## src/rtl/ecc_log_pkg.sv

```systemverilog
package ecc_log_pkg;
  localparam int SYND_W   = 8;
  localparam int COL_W    = 16;
  localparam int ROW_W    = 16;
  localparam int BANK_W   = 3;
  localparam int RANK_W   = 2;
  localparam int LOG_W    = 64;
  localparam int COL_LSB  = 48;
  localparam int ROW_LSB  = 32;
  localparam int BANK_LSB = 29;
  localparam int RANK_LSB = 27;
  localparam int SYND_LSB = 16;
  localparam int UE_BIT   = 1;
  localparam int CE_BIT   = 0;

  typedef struct packed {
    logic [COL_W-1:0]  col;
    logic [ROW_W-1:0]  row;
    logic [BANK_W-1:0] bank;
    logic [RANK_W-1:0] rank;
    logic [SYND_W-1:0] synd;
  } err_entry_t;
endpackage

```

## src/rtl/ecc_qw_select.sv

```systemverilog
module ecc_qw_select import ecc_log_pkg::*; #(
  parameter int NUM_QW = 4
) (
  input  logic [NUM_QW-1:0]        qw_vld,
  input  logic [NUM_QW-1:0]        qw_ce,
  input  logic [NUM_QW-1:0]        qw_ue,
  input  logic [NUM_QW*SYND_W-1:0] qw_synd,
  output logic                     ue_hit,
  output logic                     ce_hit,
  output logic [SYND_W-1:0]        sel_synd
);
  localparam int IDX_W = (NUM_QW > 1) ? $clog2(NUM_QW) : 1;

  logic [NUM_QW-1:0] ue_q;
  logic [NUM_QW-1:0] ce_q;
  logic [SYND_W-1:0] synd_arr [NUM_QW];
  logic [IDX_W-1:0]  ue_idx;
  logic [IDX_W-1:0]  ce_idx;
  logic [IDX_W-1:0]  sel_idx;

  // gate each beat by its strobe; a beat with both flags counts as uncorrectable
  for (genvar g = 0; g < NUM_QW; g++) begin : g_beat
    assign ue_q[g]     = qw_vld[g] & qw_ue[g];
    assign ce_q[g]     = qw_vld[g] & qw_ce[g] & ~qw_ue[g];
    assign synd_arr[g] = qw_synd[g*SYND_W +: SYND_W];
  end

  // lowest beat index wins within each severity
  always_comb begin
    ue_idx = '0;
    ce_idx = '0;
    for (int i = NUM_QW - 1; i >= 0; i--) begin
      if (ue_q[i]) ue_idx = IDX_W'(i);
      if (ce_q[i]) ce_idx = IDX_W'(i);
    end
  end

  assign ue_hit   = |ue_q;
  assign ce_hit   = |ce_q;
  assign sel_idx  = ue_hit ? ue_idx : ce_idx;
  assign sel_synd = synd_arr[sel_idx];
endmodule

```

## src/rtl/ecc_log_ctrl.sv

```systemverilog
module ecc_log_ctrl (
  input  logic clk,
  input  logic rst_n,
  input  logic ue_hit,
  input  logic ce_hit,
  input  logic clr_ce,
  input  logic clr_ue,
  output logic ce_sts,
  output logic ue_sts,
  output logic cap_en
);
  logic ce_q, ue_q;
  logic ce_d, ue_d;
  logic ce_keep, ue_keep;
  logic cap_ue, cap_ce;

  // clears are applied before the errors of the same cycle are judged
  always_comb begin
    ce_keep = ce_q & ~clr_ce;
    ue_keep = ue_q & ~clr_ue;
    cap_ue  = ue_hit & ~ue_keep;
    cap_ce  = ce_hit & ~ue_hit & ~ue_keep & ~ce_keep;
    ue_d    = ue_keep | cap_ue;
    ce_d    = ce_keep | cap_ce;
    cap_en  = cap_ue | cap_ce;
  end

  always_ff @(posedge clk or negedge rst_n) begin
    if (!rst_n) begin
      ce_q <= 1'b0;
      ue_q <= 1'b0;
    end else begin
      ce_q <= ce_d;
      ue_q <= ue_d;
    end
  end

  assign ce_sts = ce_q;
  assign ue_sts = ue_q;
endmodule

```

## src/rtl/ecc_err_log.sv

```systemverilog
module ecc_err_log import ecc_log_pkg::*; #(
  parameter int NUM_QW = 4
) (
  input  logic                     clk,
  input  logic                     rst_n,
  input  logic [NUM_QW-1:0]        qw_vld,
  input  logic [NUM_QW-1:0]        qw_ce,
  input  logic [NUM_QW-1:0]        qw_ue,
  input  logic [NUM_QW*SYND_W-1:0] qw_synd,
  input  logic [RANK_W-1:0]        rd_rank,
  input  logic [BANK_W-1:0]        rd_bank,
  input  logic [ROW_W-1:0]         rd_row,
  input  logic [COL_W-1:0]         rd_col,
  input  logic                     clr_ce,
  input  logic                     clr_ue,
  output logic [LOG_W-1:0]         log_word,
  output logic                     ce_sts,
  output logic                     ue_sts
);
  logic              ue_hit, ce_hit, cap_en;
  logic [SYND_W-1:0] sel_synd;
  err_entry_t        ent_q, ent_d, ent_new;

  ecc_qw_select #(.NUM_QW(NUM_QW)) u_sel (
    .qw_vld  (qw_vld),
    .qw_ce   (qw_ce),
    .qw_ue   (qw_ue),
    .qw_synd (qw_synd),
    .ue_hit  (ue_hit),
    .ce_hit  (ce_hit),
    .sel_synd(sel_synd)
  );

  ecc_log_ctrl u_ctrl (
    .clk   (clk),
    .rst_n (rst_n),
    .ue_hit(ue_hit),
    .ce_hit(ce_hit),
    .clr_ce(clr_ce),
    .clr_ue(clr_ue),
    .ce_sts(ce_sts),
    .ue_sts(ue_sts),
    .cap_en(cap_en)
  );

  always_comb begin
    ent_new.col  = rd_col;
    ent_new.row  = rd_row;
    ent_new.bank = rd_bank;
    ent_new.rank = rd_rank;
    ent_new.synd = sel_synd;
    ent_d        = cap_en ? ent_new : ent_q;
  end

  always_ff @(posedge clk or negedge rst_n) begin
    if (!rst_n) ent_q <= '0;
    else        ent_q <= ent_d;
  end

  always_comb begin
    log_word = '0;
    log_word[COL_LSB  +: COL_W]  = ent_q.col;
    log_word[ROW_LSB  +: ROW_W]  = ent_q.row;
    log_word[BANK_LSB +: BANK_W] = ent_q.bank;
    log_word[RANK_LSB +: RANK_W] = ent_q.rank;
    log_word[SYND_LSB +: SYND_W] = ent_q.synd;
    log_word[UE_BIT]             = ue_sts;
    log_word[CE_BIT]             = ce_sts;
  end
endmodule

```

## config.mk

```make
export PLATFORM = sky130hd
export DESIGN_NAME = ecc_err_log
export DESIGN_NICKNAME = d
export VERILOG_FILES = /design/src/rtl/ecc_log_pkg.sv /design/src/rtl/ecc_qw_select.sv /design/src/rtl/ecc_log_ctrl.sv /design/src/rtl/ecc_err_log.sv
export SDC_FILE = /design/constraint.sdc
export NUM_CORES = 1
export LEC_CHECK = 0
export BUFFER_PORTS_ARGS = -buffer_cell sky130_fd_sc_hd__buf_2
export CORE_MARGIN = 2
export CORE_UTILIZATION = 46
export DETAILED_ROUTE_END_ITERATION = 8
export PLACE_DENSITY_LB_ADDON = 0.08
export SYNTH_ARGS = -nofsm -noshare
export SYNTH_HDL_FRONTEND = slang
export SYNTH_SLANG_ARGS = --single-unit
```

## constraint.sdc

```tcl
create_clock -name clk -period 3.9 [get_ports clk]
set_clock_uncertainty 0.1 [all_clocks]
set_input_delay 0 -clock clk [delete_from_list [all_inputs] [get_ports clk]]
set_output_delay 0 -clock clk [all_outputs]
set_load 0.01 [all_outputs]
```

==> impl_metrics.yaml, run 1 <==
route:
  firstDrtPassIters: 4
  drt-total-wl_um: 6280
  drt_iter0_markers: 43
  drc_errors: 0
  detail-route-antenna-nets: 0
  dr_total_vias: 2149
  vias_per_cell: 4.68
  wl_per_cell_um: 13.7
floorplan:
  die_x_um: 76.7
  io_pins: 151
  coreArea_mm2: 0.00511
  initial_core_util_pct: 47.6
  die_area_mm2: 0.00589
  fp.dieH_um: 76.7
  row_count: 26
timing:
  slew_headroom_pct: 31.0
  max_clock_freq_mhz: 366
  worst-slew-pin-transition_ns: 1.03
  finalCriticalPeriod_ns: 2.73
  setup_viol: 0
  rsz0062_at_grt: "false"
  setup_tns_ns: 0
  hold_viol_final: 0
  period_share_pct: 70.1
  hold_ws_ns: 0.0540
  finalMaxSlewViolations: 0
logic_synthesis:
  netlist_area_mm2: 0.00243
  synth_most_common_cell: "dfrtp_1"
  ys_types: 28
  async_flop_share_pct: 100
  synth.area.top_cells: "dfrtp_1, mux2_2, mux2i_1"
  synth-edff-count: 0
  ys.flop_type: "dfrtp_1"
  synth_top_area_cell: "dfrtp_1"
  synth_top_area_share_pct: 48.3
  synthCells: 205
  synth_commonest_cells: "dfrtp_1, mux2_2, inv_1"
  ys_ff_latch: 47
  yosysSeqAreaShare_pct: 48.3
  yosys_warnings: 0
  synth.avg_cell_area_um2: 11.9
grt:
  antenna_found_initial: 0
  grt_first_pass_wirelength_um: 10300
  grt_usage_pct: 21.7
  grt_pass1_vias: 2193
  grt_overflow: 0
  grt_max_degree: 48
critical_path:
  startpoint_type: "input pin"
  crit_type: "in2reg"
  cp_max_fo: 19
  arrival_ns: 2.82
  required_ns: 3.99
  worst-r2r-setup-slack_ns: 1.64
  worstSetupEndpointType: "register"
cells_and_area:
  num_antenna_cells: 0
  syn2layout_area_growth_pct: 52.4
  fin_nets: 474
  nFillCells: 383
  drive_above_1_share_pct: 46.3
cts:
  cts_tree: "yes"
  clock_latency_ns: 0.29
  cts_buffers: 5
  h-tree-depth: 2
  cts_sinks: 47
  clk_pin_slew_ns: 0.08
  cts_root_buffer: "clkbuf_8"
  post_cts_buffers: 0
  clk_path_buf_depth: 2
placement:
  routabilityCongestion: 0.788
  numPortBuffers: 133
  dp_hpwl_um: 4040
power:
  cellPowerDensity_mw_per_mm2: 378
  leakagePower_nw: 1.88
  power.total_mw: 1.40
  ir_drop_mv: 0.153
run_status:
  status: "completed"
job:
  cap_violations: 0
hold_path:
  min_path_type: "in2reg"
-- sequential cells by signal, summed over array words and instances, names as in the netlist --
name and flops:
log_word 45, u_ctrl.ce_sts 1, u_ctrl.ue_sts 1
-- cell families after synthesis --
group / count (synthesis) / synth area share (%)
AO/OA/AOI/OAI: 35 / 11.8
buffers and inverters: 55 / 12.4
flip-flops: 47 / 48.3
multiplexers: 53 / 23.7
other: 1 / 0.154
AND/OR/NAND/NOR: 14 / 3.55
-- stage by stage --
step                utilization (%)  std cells  worst slack [ns]  cell area (um2)
finish                         72.6        459              1.17             3710
global route                   72.6        459              1.05             3710
CTS                            72.6        459              1.22             3710
detailed placement             59.8        397              1.49             3060
global placement               59.8        397              1.57             3060
floorplan                         -        221              2.07             2490
-- placed cells by master, fill, tap and decap left out --
cell type | Yosys | layout
clkbuf_1 | 3 | 1
nor3b_1 | 1 | 1
inv_1 | 26 | 26
nand2b_1 | 2 | 2
a21boi_1 | 1 | 1
o21a_1 | 2 | 2
dfrtp_1 | 47 | 47
bufinv_16 | 0 | 1
a22o_1 | 2 | 2
a211oi_4 | 1 | 1
a221oi_1 | 9 | 9
nand3b_1 | 3 | 3
mux2i_1 | 16 | 16
and3b_1 | 1 | 1
conb_1 | 1 | 17
dlygate4sd3_1 | 0 | 55
mux2_2 | 37 | 37
nor2_1 | 1 | 1
buf_2 | 5 | 133
o21ai_1 | 1 | 1
buf_4 | 19 | 2
a41oi_1 | 1 | 1
nand2_1 | 4 | 4
nor2_4 | 1 | 1
clkbuf_8 | 0 | 5
o21ai_0 | 1 | 1
a32o_1 | 1 | 1
o211ai_1 | 16 | 16
nor3_1 | 1 | 1
-- routing by layer --
layer	up-vias	routed length [um]	GRT usage, %
li1	1051	-	-
met1	987	2590	26.1
met2	102	3170	38.9
met3	9	419	4.35
met4	0	101	6.55
met5	-	0	0
-- layout make-up --
type	instances	area (um2)	area share, %
Timing Repair Buffer	190	1230	33.2
Sequential cell	47	1180	31.7
Multi-Input combinational cell	119	1010	27.4
Inverter	26	97.6	2.63
Tap cell	70	87.6	2.36
Clock buffer	6	72.6	1.96
Clock inverter	1	30.0	0.809
-- final timing paths --
check | cells past startpoint | end | startpoint
max | 7 | log_word[22] | qw_vld[0]
min | 5 | log_word[23] | qw_synd[15]
max reg2reg | 3 | log_word[22] | u_ctrl.ue_sts
min reg2reg | 1 | log_word[58] | log_word[58]
max in group asynchronous | 2 | log_word[47] | rst_n
min in group asynchronous | 2 | log_word[28] | rst_n
-- power by group --
| part | total, mW | internal (mW) | switching, mW | leakage (nW) |
|---|---|---|---|---|
| logic | 0.451 | 0.238 | 0.213 | 1.28 |
| registers | 0.616 | 0.574 | 0.0419 | 0.543 |
| clock network | 0.335 | 0.188 | 0.147 | 0.0513 |
| total | 1.40 | 1.00 | 0.402 | 1.88 |
-- critical path: stages --
cell	delay, ns
buf_2	0.10
a22o_1	0.56
nor3_1	0.18
a211oi_4	0.89
mux2i_1	0.18
dlygate4sd3_1	0.61
a221oi_1	0.30
-- timing repair --
item,in CTS,in global routing
resized for setup,0,0
hold endpoints to repair,93,0
hold buffers,55,0
No activity file was read; power rests on OpenSTA's default activity.
==> run 2, diff against run 1 <==
Settings changed: CORE_UTILIZATION 46 to 39.
Clock period 3.9 ns to 2.47 ns, I/O delays scaled along.
==> run 2 against run 1 <==
Effect of this change: worst setup slack lost 0.82 ns; final cell count grew 2.2%; combinational power grew 59%; critical path depth grew 2; highest routed layer unchanged.
==> impl_metrics.yaml, run 2 (synthesis gave the netlist of run 1 again) <==
run_status:
  status: "completed"
power:
  cellPowerDensity_mw_per_mm2: 573
  leakagePower_nw: 1.89
  ir_drop_mv: 0.323
timing:
  worst-slew-pin-transition_ns: 1.04
  slew_headroom_pct: 30.9
  finalMaxSlewViolations: 0
  period_share_pct: 86.0
  max_clock_freq_mhz: 471
  finalCriticalPeriod_ns: 2.12
  hold_viol_final: 0
  rsz0062_at_grt: "false"
  setup_tns_ns: 0
  setup_viol: 0
route:
  detail-route-antenna-nets: 0
  drc_errors: 0
  drt_iter0_markers: 50
  drt-total-wl_um: 6190
  firstDrtPassIters: 4
  wl_per_cell_um: 13.2
  vias_per_cell: 4.64
  dr_total_vias: 2177
critical_path:
  crit_path_top_delay_cell: "dlygate4sd3_1"
  critPathBufInv: 4
  required_ns: 2.56
  cp_top_family: "buffers and inverters"
  max_stage_delay_ns: 0.57
  startpoint_type: "input pin"
  arrival_ns: 2.21
  crit_type: "in2reg"
  path_cells: "buf_2 -> a22o_1 -> buf_4 -> nor3_1 -> a211oi_4 -> buf_4 -> mux2i_1 -> dlygate4sd3_1 -> a221oi_1"
  cp_max_fo: 18
  crit_top_cell: "buf_4"
  worstSetupEndpointType: "register"
cells_and_area:
  drive_above_1_share_pct: 47.0
  final_core_util_pct: 62.2
  syn2layout_area_growth_pct: 53.2
  layout_common_cells: "buf_2, dlygate4sd3_1, dfrtp_1"
  final_common_cell: "buf_2"
  num_antenna_cells: 0
  largest_reg_flops: 45
  fin_nets: 478
placement:
  dp_hpwl_um: 4180
  routabilityCongestion: 0.726
  numPortBuffers: 133
grt:
  antenna_found_initial: 0
  grt_max_degree: 48
  grt_pass1_vias: 2189
  grt_overflow: 0
  grt_first_pass_wirelength_um: 10300
  grt_usage_pct: 18.2
cts:
  post_cts_buffers: 0
  h-tree-depth: 2
  cts_sinks: 47
  clk_pin_slew_ns: 0.08
  clock_latency_ns: 0.29
  clk_path_buf_depth: 2
  cts_root_buffer: "clkbuf_8"
  cts_tree: "yes"
  cts_resized: 0
  cts_buffers: 5
floorplan:
  initial_core_util_pct: 40.6
  io_pins: 151
  fp.dieH_um: 83.0
  die_area_mm2: 0.00689
  row_count: 28
  coreArea_mm2: 0.00599
  die_x_um: 83.0
hold_path:
  min_path_type: "in2reg"
job:
  cap_violations: 0
## run 2: repair_timing
action,in CTS,in global routing
hold buffers,55,0
endpoints found under the setup margin,0,0
hold endpoints to repair,93,0
## run 2: final timing paths
check	start	end	slack, ns	depth (start not counted)
worst max register to register	u_ctrl.ce_sts	log_word[37]	0.63	5
min in group asynchronous	rst_n	log_word[38]	0.33	2
max in group asynchronous	rst_n	log_word[32]	1.30	2
worst min register to register	log_word[41]	log_word[41]	0.41	1
worst min-delay path	qw_synd[5]	log_word[21]	0.06	5
worst max-delay path	qw_ue[0]	log_word[22]	0.35	9
## run 2: area by class of cell
type | count | area [um2]
Clock buffer | 6 | 72.6
Clock inverter | 2 | 12.5
Fill cell | 525 | 2260
Inverter | 26 | 97.6
Multi-Input combinational cell | 119 | 1010
Sequential cell | 47 | 1180
Tap cell | 75 | 93.8
Timing Repair Buffer | 194 | 1260
## run 2: power by group
part | internal, mW | total, mW | switching (mW)
sequential | 0.907 | 0.975 | 0.0684
combinational | 0.383 | 0.717 | 0.334
clock | 0.198 | 0.444 | 0.246
total | 1.49 | 2.14 | 0.649
## run 2: through the flow
| stage | hold WS, ns | worst slack, ns | area [um2] | instances | total power [mW] |
|---|---|---|---|---|---|
| floorplan | -0.396 | 0.642 | 2490 | 221 | 1.38 |
| global placement | 0.133 | 0.662 | 3090 | 406 | 1.61 |
| detailed placement | 0.136 | 0.608 | 3090 | 406 | 1.63 |
| CTS | 0.0468 | 0.378 | 3730 | 469 | 2.16 |
| global route | 0.0683 | 0.209 | 3730 | 469 | 2.27 |
| finish | 0.0566 | 0.346 | 3730 | 469 | 2.14 |
## run 2: per-layer routing
| metal | GRT usage, % | up-vias | wire length, um |
|---|---|---|---|
| li1 | - | 1066 | - |
| met2 | 33.1 | 90 | 3190 |
| met1 | 21.8 | 1012 | 2560 |
| met4 | 5.66 | 0 | 109 |
| met3 | 3.08 | 9 | 325 |
| met5 | 0 | - | 0 |
## run 2: worst reg2reg max path: stages (launching register included)
cell and delay [ns]:
dfrtp_1 0.42, nand2_1 0.11, o21a_1 0.16, o21a_1 0.12
buf_4 0.41, mux2_2 0.42
